## src/rtl/io_window_decoder.sv

```systemverilog
module io_window_decoder #(
  parameter int MAP_N = 9,
  parameter logic [MAP_N*24-1:0] MAP_BASE = {24'hFFFC20, 24'hFFFC00, 24'hFFFA00,
                                             24'hFF8A00, 24'hFF8800, 24'hFF8600,
                                             24'hFF820A, 24'hFF8200, 24'hFF8000},
  parameter logic [MAP_N*8-1:0]  MAP_SPAN = {8'h20, 8'h08, 8'h40, 8'h40, 8'h04,
                                             8'h10, 8'h02, 8'h40, 8'h02}
) (
  input  logic        clk,
  input  logic        rst_n,
  input  logic        req_valid,
  input  logic        req_write,
  input  logic [1:0]  req_size,
  input  logic [23:0] req_addr,
  input  logic [31:0] req_wdata,
  input  logic        cfg_base_variant,
  input  logic        cfg_blit_en,
  input  logic        cfg_rtc_en,
  input  logic [7:0]  reg_rdata,
  output logic        busy,
  output logic        done,
  output logic        bus_err,
  output logic        illegal,
  output logic [31:0] rdata,
  output logic [31:0] wr_lanes,
  output logic        sel_valid,
  output logic        sel_write,
  output logic [23:0] sel_addr,
  output logic [3:0]  sel_idx,
  output logic [7:0]  sel_wbyte
);
  localparam logic [23:0] WIN_LO = 24'hFF8000;
  localparam logic [15:0] MIR_PG = 16'hFF88;
  localparam logic [23:0] BLT_LO = 24'hFF8A00, BLT_HI = 24'hFF8A3F;
  localparam logic [23:0] RTC_LO = 24'hFFFC21, RTC_HI = 24'hFFFC3F;

  logic [23:0] base_q, cur;
  logic [1:0]  lane_q, last_q, pos;
  logic [2:0]  cnt_q, cnt_nxt;
  logic        wr_q, prev_map_q, last_lane;
  logic [3:0]  prev_idx_q;
  logic [31:0] acc_q;
  logic        hit, blit_off, rtc_off, is_map, is_berr;
  logic [3:0]  idx;
  logic [7:0]  lane_byte;

  wire below = req_addr < WIN_LO;
  wire bad   = (req_size == 2'b01 && req_addr > 24'hFFFFFE) ||
               (req_size == 2'b10 && req_addr > 24'hFFFFFC) || (req_size == 2'b11);
  wire [23:0] folded = (req_addr[23:8] == MIR_PG) ? {MIR_PG, 6'd0, req_addr[1:0]} : req_addr;
  wire [1:0]  n_last = (req_size == 2'b00) ? 2'd0 : (req_size == 2'b01) ? 2'd1 : 2'd3;

  assign cur = base_q + {22'd0, lane_q};

  always_comb begin
    hit = 1'b0;
    idx = 4'd0;
    for (int i = 0; i < MAP_N; i++) begin
      if ({1'b0, cur} >= {1'b0, MAP_BASE[i*24 +: 24]} &&
          {1'b0, cur} <  {1'b0, MAP_BASE[i*24 +: 24]} + {17'd0, MAP_SPAN[i*8 +: 8]}) begin
        hit = 1'b1;
        idx = 4'(i);
      end
    end
  end

  assign blit_off  = cfg_base_variant && !cfg_blit_en && cur >= BLT_LO && cur <= BLT_HI;
  assign rtc_off   = !cfg_rtc_en && cur >= RTC_LO && cur <= RTC_HI;
  assign is_map    = hit && !blit_off && !rtc_off;
  assign is_berr   = blit_off || (!hit && !rtc_off);
  assign cnt_nxt   = cnt_q + {2'd0, is_berr};
  assign last_lane = lane_q == last_q;
  assign lane_byte = is_map ? reg_rdata : 8'hFF;
  assign pos       = last_q - lane_q;

  assign sel_valid = busy && is_map && (lane_q == 2'd0 || !prev_map_q || prev_idx_q != idx);
  assign sel_write = busy && wr_q;
  assign sel_addr  = cur;
  assign sel_idx   = idx;
  assign sel_wbyte = wr_lanes[{pos, 3'b000} +: 8];

  always_ff @(posedge clk) begin
    if (!rst_n) begin
      busy <= 1'b0; done <= 1'b0; bus_err <= 1'b0; illegal <= 1'b0;
      rdata <= '0; wr_lanes <= '0; acc_q <= '0; base_q <= '0;
      lane_q <= '0; last_q <= '0; cnt_q <= '0; wr_q <= 1'b0;
      prev_map_q <= 1'b0; prev_idx_q <= '0;
    end else begin
      done <= 1'b0; bus_err <= 1'b0; illegal <= 1'b0;
      if (!busy && req_valid) begin
        rdata    <= '0;
        acc_q    <= '0;
        wr_lanes <= req_write ? req_wdata : 32'd0;
        wr_q     <= req_write;
        base_q   <= folded;
        last_q   <= n_last;
        lane_q   <= '0;
        cnt_q    <= '0;
        if (below) begin
          done <= 1'b1; bus_err <= 1'b1;
        end else if (bad) begin
          done <= 1'b1; illegal <= 1'b1;
        end else begin
          busy <= 1'b1;
        end
      end else if (busy) begin
        prev_map_q <= is_map;
        prev_idx_q <= idx;
        cnt_q      <= cnt_nxt;
        lane_q     <= lane_q + 2'd1;
        if (!wr_q) acc_q <= {acc_q[23:0], lane_byte};
        if (last_lane) begin
          busy    <= 1'b0;
          done    <= 1'b1;
          bus_err <= cnt_nxt == ({1'b0, last_q} + 3'd1);
          rdata   <= wr_q ? 32'd0 : {acc_q[23:0], lane_byte};
        end
      end
    end
  end
endmodule

```

## config.mk

```make
export PLATFORM = sky130hd
export DESIGN_NAME = io_window_decoder
export DESIGN_NICKNAME = d
export VERILOG_FILES = /design/src/rtl/io_window_decoder.sv
export SDC_FILE = /design/constraint.sdc
export NUM_CORES = 1
export LEC_CHECK = 0
export ABC_AREA = 0
export BUFFER_PORTS_ARGS = -buffer_cell sky130_fd_sc_hd__buf_2
export CORE_MARGIN = 3
export CORE_UTILIZATION = 45
export CTS_CLUSTER_SIZE = 25
export DETAILED_ROUTE_END_ITERATION = 7
export HOLD_SLACK_MARGIN = 0.1
export PLACE_DENSITY = 0.71
export REMOVE_ABC_BUFFERS = 1
export SETUP_SLACK_MARGIN = 0.15
export SYNTH_ARGS = -nofsm -noshare
export SYNTH_HDL_FRONTEND = slang
export SYNTH_SLANG_ARGS = --single-unit
```

## constraint.sdc

```tcl
create_clock -name clk -period 5.5 [get_ports clk]
set_clock_uncertainty 0.15 [all_clocks]
set_input_delay 0.55 -clock clk [delete_from_list [all_inputs] [get_ports clk]]
set_output_delay 0.55 -clock clk [all_outputs]
set_load 0.01 [all_outputs]
```

# Word level (Yosys, flattened, before mapping)
# Index checks and enable logic that the tools add are counted.
[totals] wordCells=137 ff_bits=129 input_bits=73
[classes] mux=37 n_lt_le_gt_ge=25 shifts=1 bitwise=3 n_eq_ne=9 n_reduce_logical=43 addsub=5
[ops] op="$ge 24x24->1 const B" n=11
[ops] op="$lt 24x24->1 const B" n=10
[ops] op="$mux 32" n=2
[ops] op="$gt 24x24->1 const B" n=2
[ops] op="$le 24x24->1 const B" n=2
[ops] op="$shiftx 32x6->8" n=1
[ops] op="$mux 4" n=7
[ops] op="$add 24x2->24" n=1
[ops] op="$mux 1" n=24
[ops] op="$mux 24" n=1
[ops] op="$logic_and 1x1->1" n=23
[ops] op="$eq 16x16->1 const B" n=1
[ops] op="$mux 8" n=1
[ops] op="$reduce_and 2->1" n=4
[ops] op="$logic_not 1->1" n=7
[ops] op="$logic_or 1x1->1" n=5
[ops] op="$eq 2x2->1 const B" n=2
[ops] op="$logic_not 2->1" n=2
[ops] op="$mux 2" n=2
[ops] op="$ne 2x2->1 const B" n=2
[ops] op="$ne 4x4->1" n=1
[ops] op="$add 2x1->3 const B" n=1
[ops] op="$add 3x1->3" n=1
[ops] op="$eq 3x3->1" n=1
[ops] op="7 further kinds" n=9

# Longest topological paths before layout
# Gate-level depths: netlist of run 1.
[logic_depth] ltp_word=20 ltp_mapped=18 ltp_nobuf=16

# Worst setup path after synthesis of run 1
# OpenSTA, ideal clock, no wires.
[synth_path] path_kind="flip-flop to flip-flop" from="reg lane_q[0]" to="reg bus_err" synth_period_minus_slack_ns=4.165 path_stages_with_launch=19 required_time_ns=5.230 setup_time_ns=0.120 arrival_time_ns=3.895 slack_ns=1.335 cell_sequence="dfxtp_1 > ha_1 > fa_1 > buf_2 > nand4_2 > nor4_2 > xnor2_1 > or3_1 > nor4_1 > a21oi_1 > and3b_1 > buf_6 > nand2b_1 > ha_1 > ha_1 > xor2_1 > xnor2_1 > a41oi_1 > nor2_1"
[synth_between] elab_chain_len=20 elab_cells_between_ends=55 cone_classes="add/sub (2); order compare (22); eq/ne (2); mux (12); reduce/logical (17)"
[synth_lines] item="from (decl)" line_no="38" rtl="logic [1:0] lane_q, last_q, pos;"
[synth_lines] item="from (signal assigned)" line_no="110" rtl="lane_q <= lane_q + 2'd1;"
[synth_lines] item="$add 24x2->24" line_no="53" rtl="assign cur = base_q + {22'd0, lane_q};"
[synth_lines] item="$ge 24x24->1 / $lt 24x24->1 (equally long branches)" line_no="59, 60"
[synth_lines] item="$logic_and 1x1->1" line_no="59" rtl="if ({1'b0, cur} >= {1'b0, MAP_BASE[i*24 +: 24]} &&"
[synth_lines] item="$mux 1 (9 in series)" line_no="59"
[synth_lines] item="$logic_not 1->1" line_no="70" rtl="assign is_berr = blit_off || (!hit && !rtc_off);"
[synth_lines] item="$logic_and 1x1->1" line_no="70"
[synth_lines] item="$logic_or 1x1->1" line_no="70"
[synth_lines] item="$add 3x1->3" line_no="71" rtl="assign cnt_nxt = cnt_q + {2'd0, is_berr};"
[synth_lines] item="$eq 3x3->1" line_no="115" rtl="bus_err <= cnt_nxt == ({1'b0, last_q} + 3'd1);"
[synth_lines] item="$mux 1 *" line_no="112" rtl="if (last_lane) begin"
[synth_lines] item="$mux 1 *" line_no="106" rtl="end else if (busy) begin"
[synth_lines] item="$mux 1 *" line_no="90" rtl="if (!busy && req_valid) begin"
[synth_lines] item="to (signal assigned)" line_no="115"
[synth_lines] item="to (decl)" line_no="22" rtl="output logic bus_err,"
# Mark *: on every way between the ends. The rest lies on a longest branch, timed or not.
# A chain may end at the register's enable or synchronous reset.

# Worst setup path after layout of run 1
[layout_path] from="reg lane_q[0]" to="out sel_valid"
[layout_between] elab_chain_len=16 elab_cells_between_ends=63 cone_classes="add/sub (1); order compare (22); eq/ne (1); mux (17); reduce/logical (22)"
[layout_lines] item="$add 24x2->24" line_no="53"
[layout_lines] item="$ge 24x24->1 / $lt 24x24->1 (equally long branches)" line_no="59, 60"
[layout_lines] item="$logic_and 1x1->1" line_no="59"
[layout_lines] item="$mux 1 (9 in series)" line_no="59"
[layout_lines] item="$logic_and 1x1->1 (2 in series)" line_no="69" rtl="assign is_map = hit && !blit_off && !rtc_off;"
[layout_lines] item="$logic_and 1x1->1" line_no="76" rtl="assign sel_valid = busy && is_map && (lane_q == 2'd0 || !prev_map_q || prev_idx_q != idx);"
[layout_lines] item="$logic_and 1x1->1 *" line_no="76"
[layout_lines] item="to (decl)" line_no="26" rtl="output logic sel_valid,"
# Marked as above.

==> results.sh, run 1 <==
export IMPL_status="finished, final reports clean"
export IMPL_clkSlewWorstSetupHoldPaths_ps=50
export IMPL_cap_violations=0
export IMPL_cts_repair_resized=0
export IMPL_min_path_cells=2
export IMPL_slowest_delay_ps=520
export IMPL_nNetsFinal=899
export IMPL_grt_pass1_vias=5388
export IMPL_die_w_um=123
export IMPL_setup_viol=0
export IMPL_synth_edf_count=0
export IMPL_async_reset_ff_frac=0
export IMPL_regToRegEndpoint="bus_err"
export IMPL_post_cts_buffers=0
export IMPL_rows=42
export IMPL_period_share=0.912
export IMPL_min_period_ps=5020
export IMPL_drt_total_wl_mm=17.3
export IMPL_yosysUniqueCellTypes=66
export IMPL_final_cell_mix="178 x buf_2, 129 x dfxtp_1, 61 x nand2_1"
export IMPL_crit_cells=12
export IMPL_grt_max_degree=41
export IMPL_final_area_um2=7700
export IMPL_crit_buf_inv=1
export IMPL_drc_errors=0
export IMPL_critPathSlowestCell="nor4_2"
export IMPL_vdd_drop_max_uv=244
export IMPL_syn_cell_area_um2=6160
export IMPL_final_seq_area_um2=2580
export IMPL_power_density_nw_per_um2=312
export IMPL_grt_pass1_wl_mm=27.1
export IMPL_max_freq_mhz=199
export IMPL_cpMostUsedCell="nor4_2"
export IMPL_cts_sinks=129
export IMPL_avgSynthCellArea_um2=9.24
export IMPL_synth_top_area_frac=0.419
export IMPL_reg2reg_from="lane_q[0]"
export IMPL_htreeDepth=4
export IMPL_crit_type="flip-flop to primary output"
export IMPL_cts_root_buf="clkbuf_16"
export IMPL_final_cells=1006
export IMPL_tns_ps=0
export IMPL_rsz0062_at_grt="false"
export IMPL_hold_buffers=0
export IMPL_io_buffers=178
export IMPL_drt_first_pass_iters=5
export IMPL_leakagePower_nw=3.33
export IMPL_ys_seq_area_frac=0.419
export IMPL_cts_tree="done"
export IMPL_drtIter0Drc=420
export IMPL_core_area_um2=13300
export IMPL_synth_seq_cells=129
export IMPL_gp_congestion=0.921
export IMPL_fill_cells=1167
export IMPL_tightest_slew_ps=1130
export IMPL_cp_cell_sequence="ha_1, fa_1, nand4_2, nor4_2, xnor2_1, or3_1, nor4_2, a21oi_1, and3b_2, nand4b_4, a31oi_1, buf_2"
export IMPL_ys_warn_count=0
export IMPL_finalCoreUtilization=0.580
export IMPL_cp_required_ps=4800
export IMPL_grt_util_all_layers=0.228
export IMPL_dpl_cell_area_um2=7090
export IMPL_final_common_cell="buf_2"
export IMPL_hold_path_class="input port to flip-flop"
export IMPL_crit_family="simple AND/OR/NAND/NOR gates"
export IMPL_path_max_fanout=10
export IMPL_cp_start_kind="flip-flop"
export IMPL_final_layout_size_suffix_gt1_frac=0.298
export IMPL_drv_slew=0
export IMPL_area_delta_synth_final_pct=25.1
export IMPL_dpl_cell_count=975
export IMPL_ant_nets=0
export IMPL_synth_top_area_cell="dfxtp_1"
export IMPL_clkLatencyLatePin_ps=410
export IMPL_dr_total_vias=5808
export IMPL_hp_start="req_wdata[27]"
export IMPL_rrSetupSlack_ps=730
export IMPL_ys_flop_type="dfxtp_1"
export IMPL_vias_per_cell=5.77
export IMPL_slew_limit_headroom=0.244
export IMPL_whs_endpoint="wr_lanes[27]"
export IMPL_clk_path_buf_depth=2
export IMPL_synthCells=667
export IMPL_dpl_hpwl_mm=12.4
export IMPL_grt_antenna_before_repair=0
export IMPL_synth_area_leaders="dfxtp_1 42%, a22o_1 8.0%, nand2_1 3.7%, nor2_1 3.1%, a21oi_1 3.1%"
export IMPL_io_pins=179
export IMPL_ff2ff_path_depth=16
export IMPL_cp_arrival_ps=4320
export IMPL_numCtsBuffers=17
export IMPL_initial_core_util=0.463
export IMPL_dieArea_um2=15100
export IMPL_n_antenna_cell=0
export IMPL_critPathCaptureType="primary output"
export IMPL_gr_total_overflow=0
export IMPL_finalHoldViolations=0
export IMPL_die_h_um=123
export IMPL_routedWlPerCell_um=17.2
export IMPL_multi_input_area_um2=3310
-- flip-flops by register name, indices dropped and copies added, names as in the netlist, 2 cells and up --
signal,count
cnt_q,3
acc_q,24
prev_idx_q,4
lane_q,2
last_q,2
wr_lanes,32
rdata,32
base_q,24
-- cell usage after synthesis (6+ instances only) --
library cell,n
clkbuf_1,32
o21ai_0,24
or4_1,7
ha_1,7
a22oi_1,25
dfxtp_1,129
nor2b_1,6
xnor2_1,18
nor4_4,8
nor2_1,51
buf_2,6
inv_1,13
nor3_1,10
a21oi_1,38
buf_1,7
nand2_1,61
o21ai_1,9
nand4_1,9
nor4_1,8
mux2i_1,8
xor2_1,11
and3_1,13
mux4_2,8
or3_1,9
a22o_1,56
buf_4,6
nand3_1,18
-- layer usage --
metal / share of wire / track usage
met1: 0.42 / 0.288
met2: 0.48 / 0.375
met3: 0.083 / 0.0631
met4: 0.019 / 0.0796
met5: 0 / 0
-- cell families after synthesis --
logic type,share of synthesized area
flip-flops,0.419
AO/OA/AOI/OAI,0.224
adder cells (fa/ha/maj),0.0175
multiplexers,0.0422
XOR/XNOR,0.0412
AND/OR/NAND/NOR,0.210
buffers and inverters,0.0457
-- metrics by stage --
stage | setup WS [ps] | hold slack [ps] | power (mW)
2_1_floorplan | 1120 | 287 | 1.16
3_3_place_gp | 791 | 293 | 1.27
3_5_place_dp | 653 | 299 | 1.28
4_1_cts | 261 | 178 | 2.42
5_1_grt | 157 | 181 | 2.49
6_report | 482 | 195 | 2.41
-- area by class of cell --
cell class | instances | area share
multi-input cells | 473 | 0.430
flip-flops and latches | 129 | 0.335
repair buffers | 184 | 0.121
clock buffers | 20 | 0.0606
well taps | 176 | 0.0286
clock inverters | 11 | 0.0177
inverters | 13 | 0.00633
-- worst max path at each step --
stage | endpoint | start
after floorplan | bus_err | lane_q[1]
after global placement | bus_err | lane_q[0]
after detailed placement | bus_err | lane_q[0]
after CTS | sel_valid | lane_q[0]
after global routing | sel_valid | lane_q[0]
final | sel_valid | lane_q[0]
-- worst register-to-register path: cells and delay by family (launching register included) --
| kind | cells | cell delay, ps |
|---|---|---|
| AOI/OAI and AO/OA | 2 | 330 |
| adders and majority gates | 4 | 1070 |
| DFF | 1 | 390 |
| xor gates and xnor gates | 3 | 420 |
| and+or+nand+nor | 7 | 2300 |
-- power breakdown --
group | switching (mW) | internal, mW | leakage [nW]
combinational | 0.148 | 0.107 | 1.98
sequential | 0.0416 | 0.966 | 1.05
clock | 0.401 | 0.741 | 0.301
total | 0.591 | 1.81 | 3.33
Power figures use the tool's default switching activity.
==> run 2, diff against run 1 <==
BUFFER_PORTS_ARGS = not set   (was -buffer_cell sky130_fd_sc_hd__buf_2)
DONT_BUFFER_PORTS = 1   (was not set)
PLACE_DENSITY = not set   (was 0.71)
==> results.sh, run 2 (synthesis results as in run 1) <==
export IMPL_htreeDepth=4
export IMPL_cts_sinks=129
export IMPL_clkSlewWorstSetupHoldPaths_ps=60
export IMPL_cap_violations=0
export IMPL_period_share=0.924
export IMPL_cts_root_buf="clkbuf_16"
export IMPL_status="finished, final reports clean"
export IMPL_clk_path_buf_depth=2
export IMPL_p_sw_mw=0.616
export IMPL_routedWlPerCell_um=20.0
export IMPL_die_h_um=123
export IMPL_vdd_drop_max_uv=234
export IMPL_nNetsFinal=762
export IMPL_drt_first_pass_iters=5
export IMPL_cp_arrival_ps=4380
export IMPL_rsz0062_at_grt="false"
export IMPL_die_w_um=123
export IMPL_slowest_delay_ps=510
export IMPL_fin_hold_ws_ps=112
export IMPL_dr_total_vias=5280
export IMPL_pwr_share_clk=0.482
export IMPL_final_layout_size_suffix_gt1_frac=0.107
export IMPL_power_density_nw_per_um2=328
export IMPL_cp_start_kind="flip-flop"
export IMPL_swShare=0.260
export IMPL_grt_pass1_vias=5096
export IMPL_finalCoreUtilization=0.544
export IMPL_path_max_fanout=10
export IMPL_gr_total_overflow=0
export IMPL_endpoint="sel_valid"
export IMPL_critPathCaptureType="primary output"
export IMPL_grt_util_all_layers=0.229
export IMPL_cts_tree="done"
export IMPL_core_area_um2=13300
export IMPL_final_common_cell="dfxtp_1"
export IMPL_regToRegEndpoint="bus_err"
export IMPL_setup_viol=0
export IMPL_max_freq_mhz=197
export IMPL_p_comb_frac=0.093
export IMPL_initial_core_util=0.463
export IMPL_gp_congestion=0.901
export IMPL_cpMostUsedCell="nor4_2"
export IMPL_n_antenna_cell=0
export IMPL_grt_pass1_wl_mm=27.0
export IMPL_tns_ps=0
export IMPL_tightest_slew_ps=1180
export IMPL_rrSetupSlack_ps=690
export IMPL_cp_startpoint="lane_q[0]"
export IMPL_drtIter0Drc=354
export IMPL_p_int_mw=1.76
export IMPL_rows=42
export IMPL_reg2reg_from="lane_q[0]"
export IMPL_drt_total_wl_mm=17.4
export IMPL_ant_nets=0
export IMPL_cp_required_ps=4800
export IMPL_leakagePower_nw=2.64
export IMPL_grt_antenna_before_repair=0
export IMPL_dieArea_um2=15100
export IMPL_clkLatencyLatePin_ps=420
export IMPL_drv_slew=0
export IMPL_slew_limit_headroom=0.211
export IMPL_seq_power_share=0.426
export IMPL_ff2ff_path_depth=16
export IMPL_grt_max_degree=51
export IMPL_dpl_hpwl_mm=11.8
export IMPL_hold_path_class="input port to flip-flop"
export IMPL_critPathSlowestCell="nor4_2"
export IMPL_vias_per_cell=6.07
export IMPL_min_period_ps=5080
export IMPL_final_cell_mix="129 x dfxtp_1, 61 x nand2_1, 56 x a22o_1"
export IMPL_finalHoldViolations=0
export IMPL_reg_top3="rdata x32, wr_lanes x32"
export IMPL_numCtsBuffers=17
export IMPL_area_delta_synth_final_pct=17.4
export IMPL_io_pins=179
export IMPL_crit_type="flip-flop to primary output"
export IMPL_drc_errors=0
export IMPL_io_buffers=0
export IMPL_cp_cell_sequence="ha_1, fa_1, nand4_2, nor4_2, xnor2_1, or3_1, nor4_2, a21oi_1, and3b_2, nand4b_4, a31oi_1"
## run 2: cell types whose count changed in the layout (fill, tap and decap cells not counted), moves of 3 or more
cell	change
buf_4	+3
clkinv_2	-6
clkinv_4	+3
inv_6	+3
dlygate4sd3_1	+38
buf_2	-178
## run 2: final cells by class
cell class	instances	area [um^2]
multi-input cells	473	3330
repair buffers	47	448
flip-flops and latches	129	2580
fillers	1171	6060
well taps	176	220
clock inverters	12	148
inverters	13	48.8
clock buffers	20	457
## run 2: worst min path at each step
| stage | end | slack [ps] | cells past startpoint | start |
|---|---|---|---|---|
| after floorplan | acc_q[16] | 290 | 2 | acc_q[16] |
| after global placement | acc_q[19] | 290 | 2 | acc_q[19] |
| after detailed placement | acc_q[21] | 300 | 2 | acc_q[21] |
| after CTS | wr_lanes[11] | 100 | 1 | req_wdata[11] |
| after global routing | wr_lanes[1] | 100 | 1 | req_wdata[1] |
| final | wr_lanes[5] | 110 | 1 | req_wdata[5] |
## run 2: worst max-delay path: cells and delay by family (launching register included)
kind | cells | cell delay [ps]
compound gates | 2 | 510
xor+xnor | 1 | 140
fa+ha+maj | 2 | 650
flops | 1 | 410
simple gates | 6 | 2260
## run 2: layer usage
metal | wire [um] | up-vias | part of all wire | track usage
li1 | - | 2494 | - | -
met1 | 7210 | 2524 | 0.41 | 0.278
met2 | 8400 | 235 | 0.48 | 0.380
met3 | 1500 | 27 | 0.086 | 0.0796
met4 | 321 | 0 | 0.018 | 0.0734
met5 | 0 | - | 0 | 0
## run 2: per-stage QoR
stage	instances	instance area (um^2)	setup slack (ps)	total power, mW
finish	870	7230	416	2.37
global route	870	7230	187	2.46
CTS	870	7200	218	2.38
detailed placement	800	6220	506	1.22
global placement	800	6220	749	1.22
floorplan	615	5930	1120	1.16
## run 2: power by group through the flow
stage | sequential, mW | combinational [mW] | clock, mW
after floorplan | 1.02 | 0.140 | 0
after global placement | 1.03 | 0.193 | 0
after detailed placement | 1.03 | 0.195 | 0
after CTS | 1.01 | 0.218 | 1.16
after global routing | 1.02 | 0.241 | 1.20
final | 1.01 | 0.220 | 1.14
## run 2: what timing repair did
item	CTS	global route
setup endpoints to repair	0	2
resized for setup	0	5
hold endpoints to repair	38	0
buffers inserted	0	0
hold buffers	38	0
==> run 3, diff against run 2 <==
ABC_AREA = 1   (was 0)
CORE_UTILIZATION = 47   (was 45)
==> results.sh, run 3 <==
export IMPL_status="finished, final reports clean"
export IMPL_n_antenna_cell=0
export IMPL_post_cts_buffers=0
export IMPL_clkSlewWorstSetupHoldPaths_ps=60
export IMPL_cp_start_kind="flip-flop"
export IMPL_period_share=0.814
export IMPL_grt_antenna_before_repair=0
export IMPL_io_buffers=0
export IMPL_final_layout_size_suffix_gt1_frac=0.110
export IMPL_routedWlPerCell_um=16.2
export IMPL_async_reset_ff_frac=0
export IMPL_slowest_delay_ps=480
export IMPL_reg2reg_from="lane_q[0]"
export IMPL_critPathSlowestCell="xor2_1"
export IMPL_fin_hold_ws_ps=129
export IMPL_hold_buffers=2
export IMPL_final_cells=1165
export IMPL_reg_top3="rdata x32, wr_lanes x32"
export IMPL_power_density_nw_per_um2=313
export IMPL_tightest_slew_ps=1050
export IMPL_fill_cells=1463
export IMPL_grt_pass1_wl_mm=30.2
export IMPL_crit_family="simple AND/OR/NAND/NOR gates"
export IMPL_drv_slew=0
export IMPL_ys_seq_area_frac=0.383
export IMPL_ys_warn_count=0
export IMPL_crit_type="flip-flop to primary output"
export IMPL_gr_total_overflow=0
export IMPL_final_cell_mix="280 x nand2_1, 129 x dfxtp_1, 109 x inv_1"
export IMPL_vias_per_cell=5.36
export IMPL_final_common_cell="nand2_1"
export IMPL_drtIter0Drc=374
export IMPL_finalHoldViolations=0
export IMPL_die_h_um=126
export IMPL_cp_required_ps=4800
export IMPL_leakagePower_nw=3.01
export IMPL_io_pins=179
export IMPL_die_w_um=126
export IMPL_rsz0062_at_grt="false"
export IMPL_power_mw=2.33
export IMPL_synth_edf_count=0
export IMPL_dr_total_vias=6244
export IMPL_min_period_ps=4480
export IMPL_synthCells=984
export IMPL_vdd_drop_max_uv=233
export IMPL_slew_limit_headroom=0.296
export IMPL_whs_endpoint="wr_lanes[6]"
export IMPL_cpMostUsedCell="nand3_1"
export IMPL_synth_seq_cells=129
export IMPL_synth_most_common_cell="nand2_1"
export IMPL_dieArea_um2=15800
export IMPL_crit_buf_inv=0
export IMPL_dpl_cell_count=1131
export IMPL_rrSetupSlack_ps=1030
export IMPL_clk_path_buf_depth=2
export IMPL_setup_viol=0
export IMPL_rows=43
export IMPL_grt_util_all_layers=0.234
export IMPL_nNetsFinal=1053
export IMPL_finalCoreUtilization=0.534
export IMPL_yosysUniqueCellTypes=41
export IMPL_grt_pass1_vias=5862
export IMPL_drc_errors=0
export IMPL_synth_area_leaders="dfxtp_1 38%, nand2_1 16%, inv_1 6.1%, a21oi_1 5.3%, nand3_1 5.0%"
export IMPL_min_path_cells=2
export IMPL_cts_root_buf="clkbuf_16"
export IMPL_regToRegEndpoint="bus_err"
export IMPL_cts_tree="done"
export IMPL_cts_repair_resized=0
export IMPL_ys_flop_type="dfxtp_1"
export IMPL_tns_ps=0
export IMPL_cap_violations=0
export IMPL_avgSynthCellArea_um2=6.86
export IMPL_ys_top_cells_by_count="280 x nand2_1, 129 x dfxtp_1, 109 x inv_1, 72 x a21oi_1, 68 x nor2_1"
export IMPL_numCtsBuffers=17
export IMPL_htreeDepth=4
export IMPL_ff2ff_path_depth=24
export IMPL_grt_max_degree=70
export IMPL_synth_top_area_cell="dfxtp_1"
export IMPL_max_freq_mhz=223
export IMPL_initial_core_util=0.483
export IMPL_hold_path_class="input port to flip-flop"
export IMPL_hp_start="req_wdata[6]"
export IMPL_dpl_hpwl_mm=13.7
export IMPL_synth_top_area_frac=0.383
export IMPL_core_area_um2=14000
export IMPL_area_delta_synth_final_pct=10.6
export IMPL_cts_sinks=129
export IMPL_critPathCaptureType="primary output"
export IMPL_drt_first_pass_iters=5
export IMPL_path_max_fanout=10
export IMPL_gp_congestion=0.898
export IMPL_ant_nets=0
export IMPL_cp_arrival_ps=3780
export IMPL_drt_total_wl_mm=18.9
export IMPL_cp_cell_sequence="ha_1, fa_1, nand3_1, nor2_2, xor2_1, nor2_1, nand2_1, nor2_2, nor2_1, nand3_1, nand2_1, nand3_2, nand2_2, nor2_4, nand2_4, nand3_1, a21oi_1"
export IMPL_syn_cell_area_um2=6750
export IMPL_clkLatencyLatePin_ps=410
-- run 3: changes by cell type after synthesis, moves of 12 or more --
| cell | before | now |
|---|---|---|
| inv_1 | 13 | 109 |
| nor2_1 | 51 | 68 |
| and3_1 | 13 | 1 |
| nand2_1 | 61 | 280 |
| nor2_2 | 0 | 12 |
| o22ai_1 | 1 | 19 |
| nand3_1 | 18 | 67 |
| a32o_1 | 0 | 17 |
| a21oi_1 | 38 | 72 |
| a22o_1 | 56 | 2 |
| xnor2_1 | 18 | 1 |
| a22oi_1 | 25 | 0 |
| o21ai_0 | 24 | 51 |
-- run 3: cell families (layout without fill, tap and decap cells) --
logic type | after synthesis | after routing | synth area share
buf+inv | 161 | 162 | 0.0904
fa+ha+maj | 8 | 8 | 0.0159
compound gates | 178 | 178 | 0.154
flops | 129 | 129 | 0.383
simple gates | 501 | 501 | 0.348
xor+xnor | 7 | 7 | 0.00908
-- run 3: metrics by stage --
stage                     cell area (um^2)  setup WS [ps]
after detailed placement              6880           1090
after global placement                6880           1240
after global routing                  7470            551
after floorplan                       6600           1400
after CTS                             7470            991
final                                 7470           1020
-- run 3: area by class of cell --
class,instances,area (um^2),area share
clock buffer,18,429,0.0575
clock inverter,14,133,0.0178
tap,180,225,0.0302
inverter,122,458,0.0613
sequential,129,2580,0.346
multi-input combinational,694,3570,0.479
timing repair buffer,8,65.1,0.00871
-- run 3: power breakdown --
group	internal [mW]	total, mW	switching, mW
logic	0.0719	0.252	0.180
clock network	0.628	1.07	0.445
registers	0.969	1.01	0.0397
-- run 3: worst max path at each step --
stage               startpoint   endpoint  slack [ps]  cells past startpoint
floorplan                 busy  base_q[3]        1400                      6
global placement     lane_q[0]    bus_err        1240                     25
detailed placement   lane_q[0]    bus_err        1090                     25
CTS                  lane_q[0]  sel_valid         990                     17
global route         lane_q[0]    bus_err         550                     25
finish               lane_q[0]  sel_valid        1020                     17
-- run 3: routing by layer --
layer / part of all wire / GRT usage
met1: 0.45 / 0.300
met2: 0.47 / 0.377
met3: 0.069 / 0.0780
met4: 0.018 / 0.0719
met5: 0 / 0
